==> config.mk <==
export PLATFORM = sky130hd
export DESIGN_NAME = stream_mem_writer
export DESIGN_NICKNAME = d
export VERILOG_FILES = /design/src/rtl/smw_pkg.sv /design/src/rtl/smw_cfg_regs.sv /design/src/rtl/smw_wr_engine.sv /design/src/rtl/stream_mem_writer.sv
export SDC_FILE = /design/constraint.sdc
export NUM_CORES = 1
export LEC_CHECK = 0
export BUFFER_PORTS_ARGS = -buffer_cell sky130_fd_sc_hd__clkbuf_2
export CAP_MARGIN = 20
export CORE_MARGIN = 2
export CORE_UTILIZATION = 47
export CTS_CLUSTER_SIZE = 40
export DETAILED_ROUTE_END_ITERATION = 12
export PLACE_DENSITY = 0.83
export SETUP_SLACK_MARGIN = 0.15
export SYNTH_ARGS = -nofsm -noshare
export SYNTH_HDL_FRONTEND = slang
export SYNTH_SLANG_ARGS = --single-unit
export TNS_END_PERCENT = 5
==> constraint.sdc <==
create_clock -name clk -period 2.18 [get_ports clk]
set_clock_uncertainty 0.2 [all_clocks]
set_input_delay 0.436 -clock clk [delete_from_list [all_inputs] [get_ports clk]]
set_output_delay 0.436 -clock clk [all_outputs]
set_load 0.01 [all_outputs]
==> src/rtl/smw_pkg.sv <==
// Shared constants for the stream-to-memory write adapter.
// Register offsets are word indices inside the adapter's own window.
package smw_pkg;
    localparam int REG_AW = 2;
    localparam logic [REG_AW-1:0] OFF_COUNT  = 2'd0;
    localparam logic [REG_AW-1:0] OFF_BASE   = 2'd1;
    localparam logic [REG_AW-1:0] OFF_LEN    = 2'd2;
    localparam logic [REG_AW-1:0] OFF_STATUS = 2'd3;
    localparam int STAT_DONE = 0;
    localparam int STAT_BUSY = 1;
endpackage

==> src/rtl/smw_cfg_regs.sv <==
// Configuration window: holds the base address and length, produces the
// arm pulse on a length write, and muxes readback.
// Assumes: REG_DW >= ADDR_W and REG_DW >= LEN_W; writes are dropped while busy.
module smw_cfg_regs
    import smw_pkg::*;
#(
    parameter int ADDR_W = 16,
    parameter int LEN_W  = 16,
    parameter int REG_DW = 32
) (
    input  logic              clk,
    input  logic              rst_n,
    input  logic              reg_wen,
    input  logic [REG_AW-1:0] reg_addr,
    input  logic [REG_DW-1:0] reg_wdata,
    output logic [REG_DW-1:0] reg_rdata,
    input  logic              busy,
    input  logic              done,
    input  logic [LEN_W-1:0]  count,
    output logic              arm,
    output logic [LEN_W-1:0]  arm_len,
    output logic [ADDR_W-1:0] base_q,
    output logic [LEN_W-1:0]  len_q
);
    logic base_we;
    logic unused_wdata_hi;

    assign unused_wdata_hi = ^reg_wdata;
    assign arm     = reg_wen && (reg_addr == OFF_LEN) && !busy;
    assign base_we = reg_wen && (reg_addr == OFF_BASE) && !busy;
    assign arm_len = reg_wdata[LEN_W-1:0];

    // Holds the configuration registers.
    always_ff @(posedge clk) begin
        if (!rst_n) begin
            base_q <= '0;
            len_q  <= '0;
        end else begin
            if (base_we) base_q <= reg_wdata[ADDR_W-1:0];
            if (arm)     len_q  <= arm_len;
        end
    end

    // Selects read data by offset.
    always_comb begin
        reg_rdata = '0;
        case (reg_addr)
            OFF_COUNT: reg_rdata = REG_DW'(count);
            OFF_BASE:  reg_rdata = REG_DW'(base_q);
            OFF_LEN:   reg_rdata = REG_DW'(len_q);
            default: begin
                reg_rdata[STAT_DONE] = done;
                reg_rdata[STAT_BUSY] = busy;
            end
        endcase
    end

    AST_CFG_FROZEN: assert property (@(posedge clk) disable iff (!rst_n)
        busy && reg_wen |=> $stable(base_q) && $stable(len_q));
endmodule

==> src/rtl/smw_wr_engine.sv <==
// Transfer engine: takes one stream word at a time, issues it as a memory
// write and waits for the acknowledge before taking the next word.
// Assumes: arm arrives only while idle, so no write is pending at arm time.
module smw_wr_engine #(
    parameter int ADDR_W = 16,
    parameter int DATA_W = 32,
    parameter int LEN_W  = 16
) (
    input  logic              clk,
    input  logic              rst_n,
    input  logic              arm,
    input  logic [LEN_W-1:0]  arm_len,
    input  logic [ADDR_W-1:0] cfg_base,
    input  logic [LEN_W-1:0]  cfg_len,
    input  logic              s_valid,
    output logic              s_ready,
    input  logic [DATA_W-1:0] s_data,
    output logic              m_req,
    input  logic              m_ack,
    output logic [ADDR_W-1:0] m_addr,
    output logic [DATA_W-1:0] m_wdata,
    output logic              busy,
    output logic              done,
    output logic [LEN_W-1:0]  count
);
    localparam logic [LEN_W-1:0]  LEN_ONE  = LEN_W'(1);
    localparam logic [ADDR_W-1:0] ADDR_ONE = ADDR_W'(1);

    logic [ADDR_W-1:0] next_addr;
    logic              take;
    logic              commit;
    logic              last;

    assign s_ready = busy && !m_req;
    assign take    = s_valid && s_ready;
    assign commit  = m_req && m_ack;
    assign last    = (count + LEN_ONE) == cfg_len;

    // Tracks busy/done state and the words-written count.
    always_ff @(posedge clk) begin
        if (!rst_n) begin
            busy  <= 1'b0;
            done  <= 1'b0;
            count <= '0;
        end else if (arm) begin
            busy  <= (arm_len != '0);
            done  <= (arm_len == '0);
            count <= '0;
        end else if (commit) begin
            count <= count + LEN_ONE;
            if (last) begin
                busy <= 1'b0;
                done <= 1'b1;
            end
        end
    end

    // Drives the memory request and steps the target address.
    always_ff @(posedge clk) begin
        if (!rst_n) begin
            m_req     <= 1'b0;
            m_addr    <= '0;
            m_wdata   <= '0;
            next_addr <= '0;
        end else if (arm) begin
            m_req     <= 1'b0;
            next_addr <= cfg_base;
        end else if (take) begin
            m_req   <= 1'b1;
            m_addr  <= next_addr;
            m_wdata <= s_data;
        end else if (commit) begin
            m_req     <= 1'b0;
            next_addr <= next_addr + ADDR_ONE;
        end
    end

    AST_CAPTURE_WORD: assert property (@(posedge clk) disable iff (!rst_n)
        take |=> m_req && (m_wdata == $past(s_data)));
    AST_HOLD_UNTIL_ACK: assert property (@(posedge clk) disable iff (!rst_n)
        m_req && !m_ack |=> m_req && $stable(m_addr) && $stable(m_wdata));
    AST_COUNT_STEP: assert property (@(posedge clk) disable iff (!rst_n)
        commit |=> count == $past(count) + LEN_ONE);
    AST_COUNT_BOUND: assert property (@(posedge clk) disable iff (!rst_n)
        busy |-> count < cfg_len);
    AST_DONE_QUIET: assert property (@(posedge clk) disable iff (!rst_n)
        done |-> !m_req && !s_ready);
endmodule

==> src/rtl/stream_mem_writer.sv <==
// Stream-to-memory write adapter top: register window plus transfer engine.
// Assumes: the memory bank acknowledges each request exactly once, and the
// window decode for this instance is done outside.
module stream_mem_writer
    import smw_pkg::*;
#(
    parameter int ADDR_W = 16,
    parameter int DATA_W = 32,
    parameter int LEN_W  = 16,
    parameter int REG_DW = 32
) (
    input  logic              clk,
    input  logic              rst_n,
    input  logic              reg_wen,
    input  logic [REG_AW-1:0] reg_addr,
    input  logic [REG_DW-1:0] reg_wdata,
    output logic [REG_DW-1:0] reg_rdata,
    input  logic              s_valid,
    output logic              s_ready,
    input  logic [DATA_W-1:0] s_data,
    output logic              m_req,
    input  logic              m_ack,
    output logic [ADDR_W-1:0] m_addr,
    output logic [DATA_W-1:0] m_wdata,
    output logic              xfer_done
);
    logic              arm;
    logic [LEN_W-1:0]  arm_len;
    logic [ADDR_W-1:0] base_q;
    logic [LEN_W-1:0]  len_q;
    logic              busy;
    logic [LEN_W-1:0]  count;

    smw_cfg_regs #(.ADDR_W(ADDR_W), .LEN_W(LEN_W), .REG_DW(REG_DW)) u_regs (
        .clk(clk), .rst_n(rst_n), .reg_wen(reg_wen), .reg_addr(reg_addr),
        .reg_wdata(reg_wdata), .reg_rdata(reg_rdata), .busy(busy),
        .done(xfer_done), .count(count), .arm(arm), .arm_len(arm_len),
        .base_q(base_q), .len_q(len_q)
    );

    smw_wr_engine #(.ADDR_W(ADDR_W), .DATA_W(DATA_W), .LEN_W(LEN_W)) u_eng (
        .clk(clk), .rst_n(rst_n), .arm(arm), .arm_len(arm_len),
        .cfg_base(base_q), .cfg_len(len_q), .s_valid(s_valid),
        .s_ready(s_ready), .s_data(s_data), .m_req(m_req), .m_ack(m_ack),
        .m_addr(m_addr), .m_wdata(m_wdata), .busy(busy), .done(xfer_done),
        .count(count)
    );
endmodule

# Yosys cells after proc, flatten, opt, wreduce, memory -nomap -nowiden
# Index checks and enable logic that the tools add are counted.
[classes]
n_addsub = 2
n_eq_ne = 4
muxes = 13
bitwise = 2
n_reduce_logical = 19
[op_table]
columns = ["cell", "n"]
rows = [
  ["two-way mux 16 bit", 3],
  ["case mux 14 bit (3 select lines)", 1],
  ["adder 16 x 1 -> 16 bit (second input constant)", 2],
  ["== test 16 bit", 1],
  ["logical NOT 16 bit", 1],
  ["nonzero test 16 bit", 1],
  ["two-way mux 1 bit", 8],
  ["logical AND 1 bit", 7],
  ["case mux 2 bit (3 select lines)", 1],
  ["AND reduction 2 bit", 3],
  ["nonzero test 2 bit", 3],
  ["== test 2 x 1 -> 1 bit (second input constant)", 1],
  ["== test 2 bit (second input constant)", 1],
  ["logical NOT 1 bit", 2],
  ["logical NOT 2 bit", 1],
  ["!= test 2 bit (second input constant)", 1],
  ["NOT 1 bit", 2],
  ["OR reduction 2 bit", 1],
]
[totals]
register_bits = 115
output_inout_bits = 83
word_cells = 49

# Logic depth before layout (Yosys ltp)
[depth]
ltp_word = 5
mapped_depth = 8
ltp_nobuf = 7

# Modules after synthesis
# From an unflattened synthesis, not the netlist that was laid out.
[hier_totals]
hier_cells = 679
hier_area_um2 = 5796.8
[by_module_without_submodules]
columns = ["module", "n_inst", "cells_per_inst", "area_each_um2", "seq_area_each_um2"]
rows = [
  ["smw_wr_engine", 1, 487, 3963.8, 1661.6],
  ["smw_cfg_regs", 1, 192, 1833.0, 640.6],
]

# Worst setup path before layout
# No wires, ideal clock.
[synth_path]
path_kind = "register to register"
start = "register u_eng.count[0]"
end = "register u_eng.done"
t_arrival_ns = 1.949
required_time_ns = 1.920
path_slack_ns = -0.029
path_stages_with_launch = 8
path_buffers = 0
period_less_slack_ns = 2.209
cell_sequence = "dfxtp_1 > ha_1 > nand3_1 > or3_1 > a21oi_1 > o2111ai_1 > nor4_2 > o311a_1"
[synth_via]
elab_chain_cells = 4
[synth_rtl]
columns = ["item", "line_no", "source"]
rows = [
  ["from (decl)", "smw_wr_engine.sv:24", "output logic [LEN_W-1:0] count"],
  ["from (signal assigned)", "smw_wr_engine.sv:50", "count <= count + LEN_ONE;"],
  ["adder 16 x 1 -> 16 bit", "smw_wr_engine.sv:37", "assign last = (count + LEN_ONE) == cfg_len;"],
  ["== test 16 bit", "smw_wr_engine.sv:37", ""],
  ["nonzero test 2 bit (no line)", "-", ""],
  ["AND reduction 2 bit (no line)", "-", ""],
  ["to (signal assigned)", "smw_wr_engine.sv:47", "done <= (arm_len == '0);"],
  ["to (decl)", "smw_wr_engine.sv:23", "output logic done,"],
]
# No other way between the ends.
# A chain may end at the register's enable or synchronous reset.

# Final worst setup path
[layout_path]
start = "register u_eng.count[1]"
end = "register u_eng.done"
# The elaborated chain is that of the path after synthesis.

==> summary.md <==
| Metric | Value |
|---|---|
| Layout Nets | 918 |
| Initial antenna violation count | 0 |
| CP max stage delay | 0.39 ns |
| Vias | 5400 |
| N_diodes | 0 |
| Post-synth EDFFs | 0 |
| Worst setup SP type | flop |
| Crit Path Category | reg -> reg |
| Layout cells sized above 1 | 0.297 |
| I/O pin count | 154 |
| Worst Tran Pin Value | 0.532 ns |
| Worst-path clk slew | 0.06 ns |
| Crit path DAT | 2.31 ns |
| Overall Global Routing Usage | 0.239 |
| Total Power | 5360 uW |
| Fin util | 0.634 |
| Critical path capture point type | flop |
| Via count of the first global-routing pass | 5139 |
| R2r worst-path depth | 9 |
| Postcts setup bufs | 0 |
| Starting Density | 0.477 |
| Final HPWL DP | 10300 microns |
| Port Buf Inserts | 121 |
| Hold buffers post-CTS | 0 |
| Relative slew slack | 0.644 |
| Clock sink total | 115 |
| Lkg Pwr | 0.00290 uW |
| Post-synthesis to final-layout area growth | 32.9% |
| Clk_lat worst skew | 0.42 ns |
| Synthesized area | 5380 sq um |
| Worst path slowest cell | dfxtp_4 |
| Synthesis-stage register bit count | 115 |
| Final Critical Period | 2.20 ns |
| Total wire length | 15200 microns |
| Inst Count DP | 969 |
| DRC violations left | 0 |
| Final Max Tran Viols | 0 |
| Setup-failing EPs final | 1 |
| First drt pass iteration count | 6 |
| Hold_ws | 0.0320 ns |
| RSZ-0062 raised after global routing | true |
| Max clock buf depth | 2 |
| Num CTS Buffers | 17 |
| Die Y | 111 microns |
| Chip width | 111 microns |
| Worst vdd ir | 470 uV |
| Final hold violations | 0 |
| Synth cell types | 50 |
| Die ar. | 12300 sq um |
| PnR worst setup slack | -0.0167 ns |
| Via-per-instance ratio | 5.39 |
| Max Freq | 0.455 GHz |
| GR Overflow Total | 0 |
| Fin cells | 1001 |
| Post-route ant nets | 0 |
| Final period util | 1.01 |
| Max Cap Viol | 0 |
| FP Rows | 39 |
| Yosys Warn Count | 0 |
| Drt wl/cell | 15.2 microns |
| First-pass GRT wire length | 23700 microns |
| CTS root buf | clkbuf_16 |
| Status | complete, but fails checks |
| 1st-iter DRT viols | 397 |
| Post-place setup slack | -0.0663 ns |
| Failing checks | negative setup slack |
| Power Dens Cells | 750 nW/um^2 |
| Mapped Cells | 690 |
| CTS tree | done |
| Hold Path Class | in -> reg |
| Hold path cells | 3 |
| Sequential fraction of the synthesis area | 0.428 |
| Post-Syn Area per Cell | 7.79 sq um |
| Crit-path cells | nand4_4 > buf_4 > o31ai_1 > a21oi_1 > a211oi_1 > buf_4 > nor4_2 > buf_4 > o311a_1 |
| Max Fanout on Critical Path | 6 |
| Filler cells | 924 |
| CORE AREA | 11300 sq um |
| Worst EP required | 2.29 ns |
| Largest net degree at the start of global routing | 41 |
| Ys async rst share | 0 |
| Most frequent CP cell | buf_4 |
| Prevailing post-synth register cell | dfxtp_1 |
| H-tree levels | 4 |
| Routability Congestion | 0.902 |
report_power, final:
group | internal [uW] | switching (uW)
combinational | 157 | 229
clock | 1720 | 1050
sequential | 2150 | 47.3
through the flow:
stage | cell area [sq um] | TNS [ns]
floorplan | 5450 | 0
global placement | 6440 | -0.0881
detailed placement | 6440 | -0.124
CTS | 7050 | 0
global route | 7150 | -0.257
finish | 7150 | -0.0167
path summary, 6_finish.rpt:
kind                                                    from                             end  slack (ns)
worst min-delay path                              s_data[31]  u_eng.m_wdata[31]$_SDFFE_PN0P_        0.03
worst max register to register   u_eng.count[1]$_SDFFE_PP0P_         u_eng.done$_SDFFE_PN0P_       -0.02
worst max-delay path             u_eng.count[1]$_SDFFE_PP0P_         u_eng.done$_SDFFE_PN0P_       -0.02
worst min register to register  u_eng.m_addr[1]$_SDFFE_PN0P_    u_eng.m_addr[1]$_SDFFE_PN0P_        0.25
critical path, delay by kind of cell, from the launching register on:
family / cells / cell delay (ns)
AOI/OAI and AO/OA: 4 / 0.87
buffers and inverters: 3 / 0.48
DFF: 1 / 0.39
and+or+nand+nor: 2 / 0.15
per-layer routing:
metal  global-route usage  part of all wire  vias to the layer above
met5                    0                 0                        -
met4                0.103             0.031                        0
met3               0.0711             0.077                       52
met2                0.386              0.48                      215
met1                0.296              0.41                     2514
li1                     -                 -                     2619
registers in the layout, summed over array words and instances (netlist names):
signal and cells:
u_regs.base_q 16, u_regs.len_q 16, u_eng.next_addr 16, u_eng.busy 1
u_eng.done 1, u_eng.m_addr 16, u_eng.m_wdata 32, u_eng.m_req 1
u_eng.count 16
cells in the final DEF (no fill, tap or decap), drive strengths merged, types with 3 or more instances in the layout:
| cell | instances |
|---|---|
| nand3 | 13 |
| and3 | 3 |
| or3 | 3 |
| inv | 10 |
| clkbuf | 135 |
| clkinv | 5 |
| mux2i | 14 |
| nor3 | 13 |
| o21ai | 17 |
| buf | 67 |
| a211oi | 15 |
| nor2b | 4 |
| nor4 | 9 |
| xor2 | 21 |
| nor2 | 38 |
| xnor2 | 28 |
| nand4 | 13 |
| nand2 | 198 |
| conb | 16 |
| and2 | 4 |
| dfxtp | 115 |
| a21oi | 86 |
layout make-up:
type	instances	area, sq um	share of cell area
well taps	143	179	0.0250
inverters	5	18.8	0.00263
clock buffers	18	439	0.0614
multi-input cells	522	2890	0.404
repair buffers	184	1150	0.161
clock inverters	14	151	0.0212
flip-flops and latches	115	2320	0.325
cell families after synthesis:
| kind of cell | Yosys count | synth area share |
|---|---|---|
| buffers and inverters | 68 | 0.0624 |
| flip-flops | 115 | 0.428 |
| other | 1 | 0.000697 |
| multiplexers | 16 | 0.0351 |
| adder cells (fa/ha/maj) | 2 | 0.00465 |
| XOR/XNOR | 49 | 0.0798 |
| AND/OR/NAND/NOR | 306 | 0.249 |
| AO/OA/AOI/OAI | 133 | 0.141 |
synthesized netlist by cell type (7+ instances only):
library cell / number / share of area
nor3_1: 13 / 0.012
o21ai_0: 17 / 0.016
mux2i_1: 14 / 0.026
clkbuf_1: 36 / 0.025
dfxtp_1: 115 / 0.43
a21oi_1: 86 / 0.080
a211oi_1: 15 / 0.021
nand2_1: 198 / 0.14
nor4_1: 7 / 0.0081
nand4_1: 12 / 0.014
xor2_1: 21 / 0.034
buf_2: 7 / 0.0065
nor2_1: 38 / 0.027
xnor2_1: 28 / 0.046
buf_4: 19 / 0.027
nand3_1: 13 / 0.012
timing repair:
item / 4_1_cts / 5_1_grt
resized for setup: 9 / 40
pin swaps: 1 / 8
setup endpoints to repair: 14 / 23
Power figures use the tool's default switching activity.
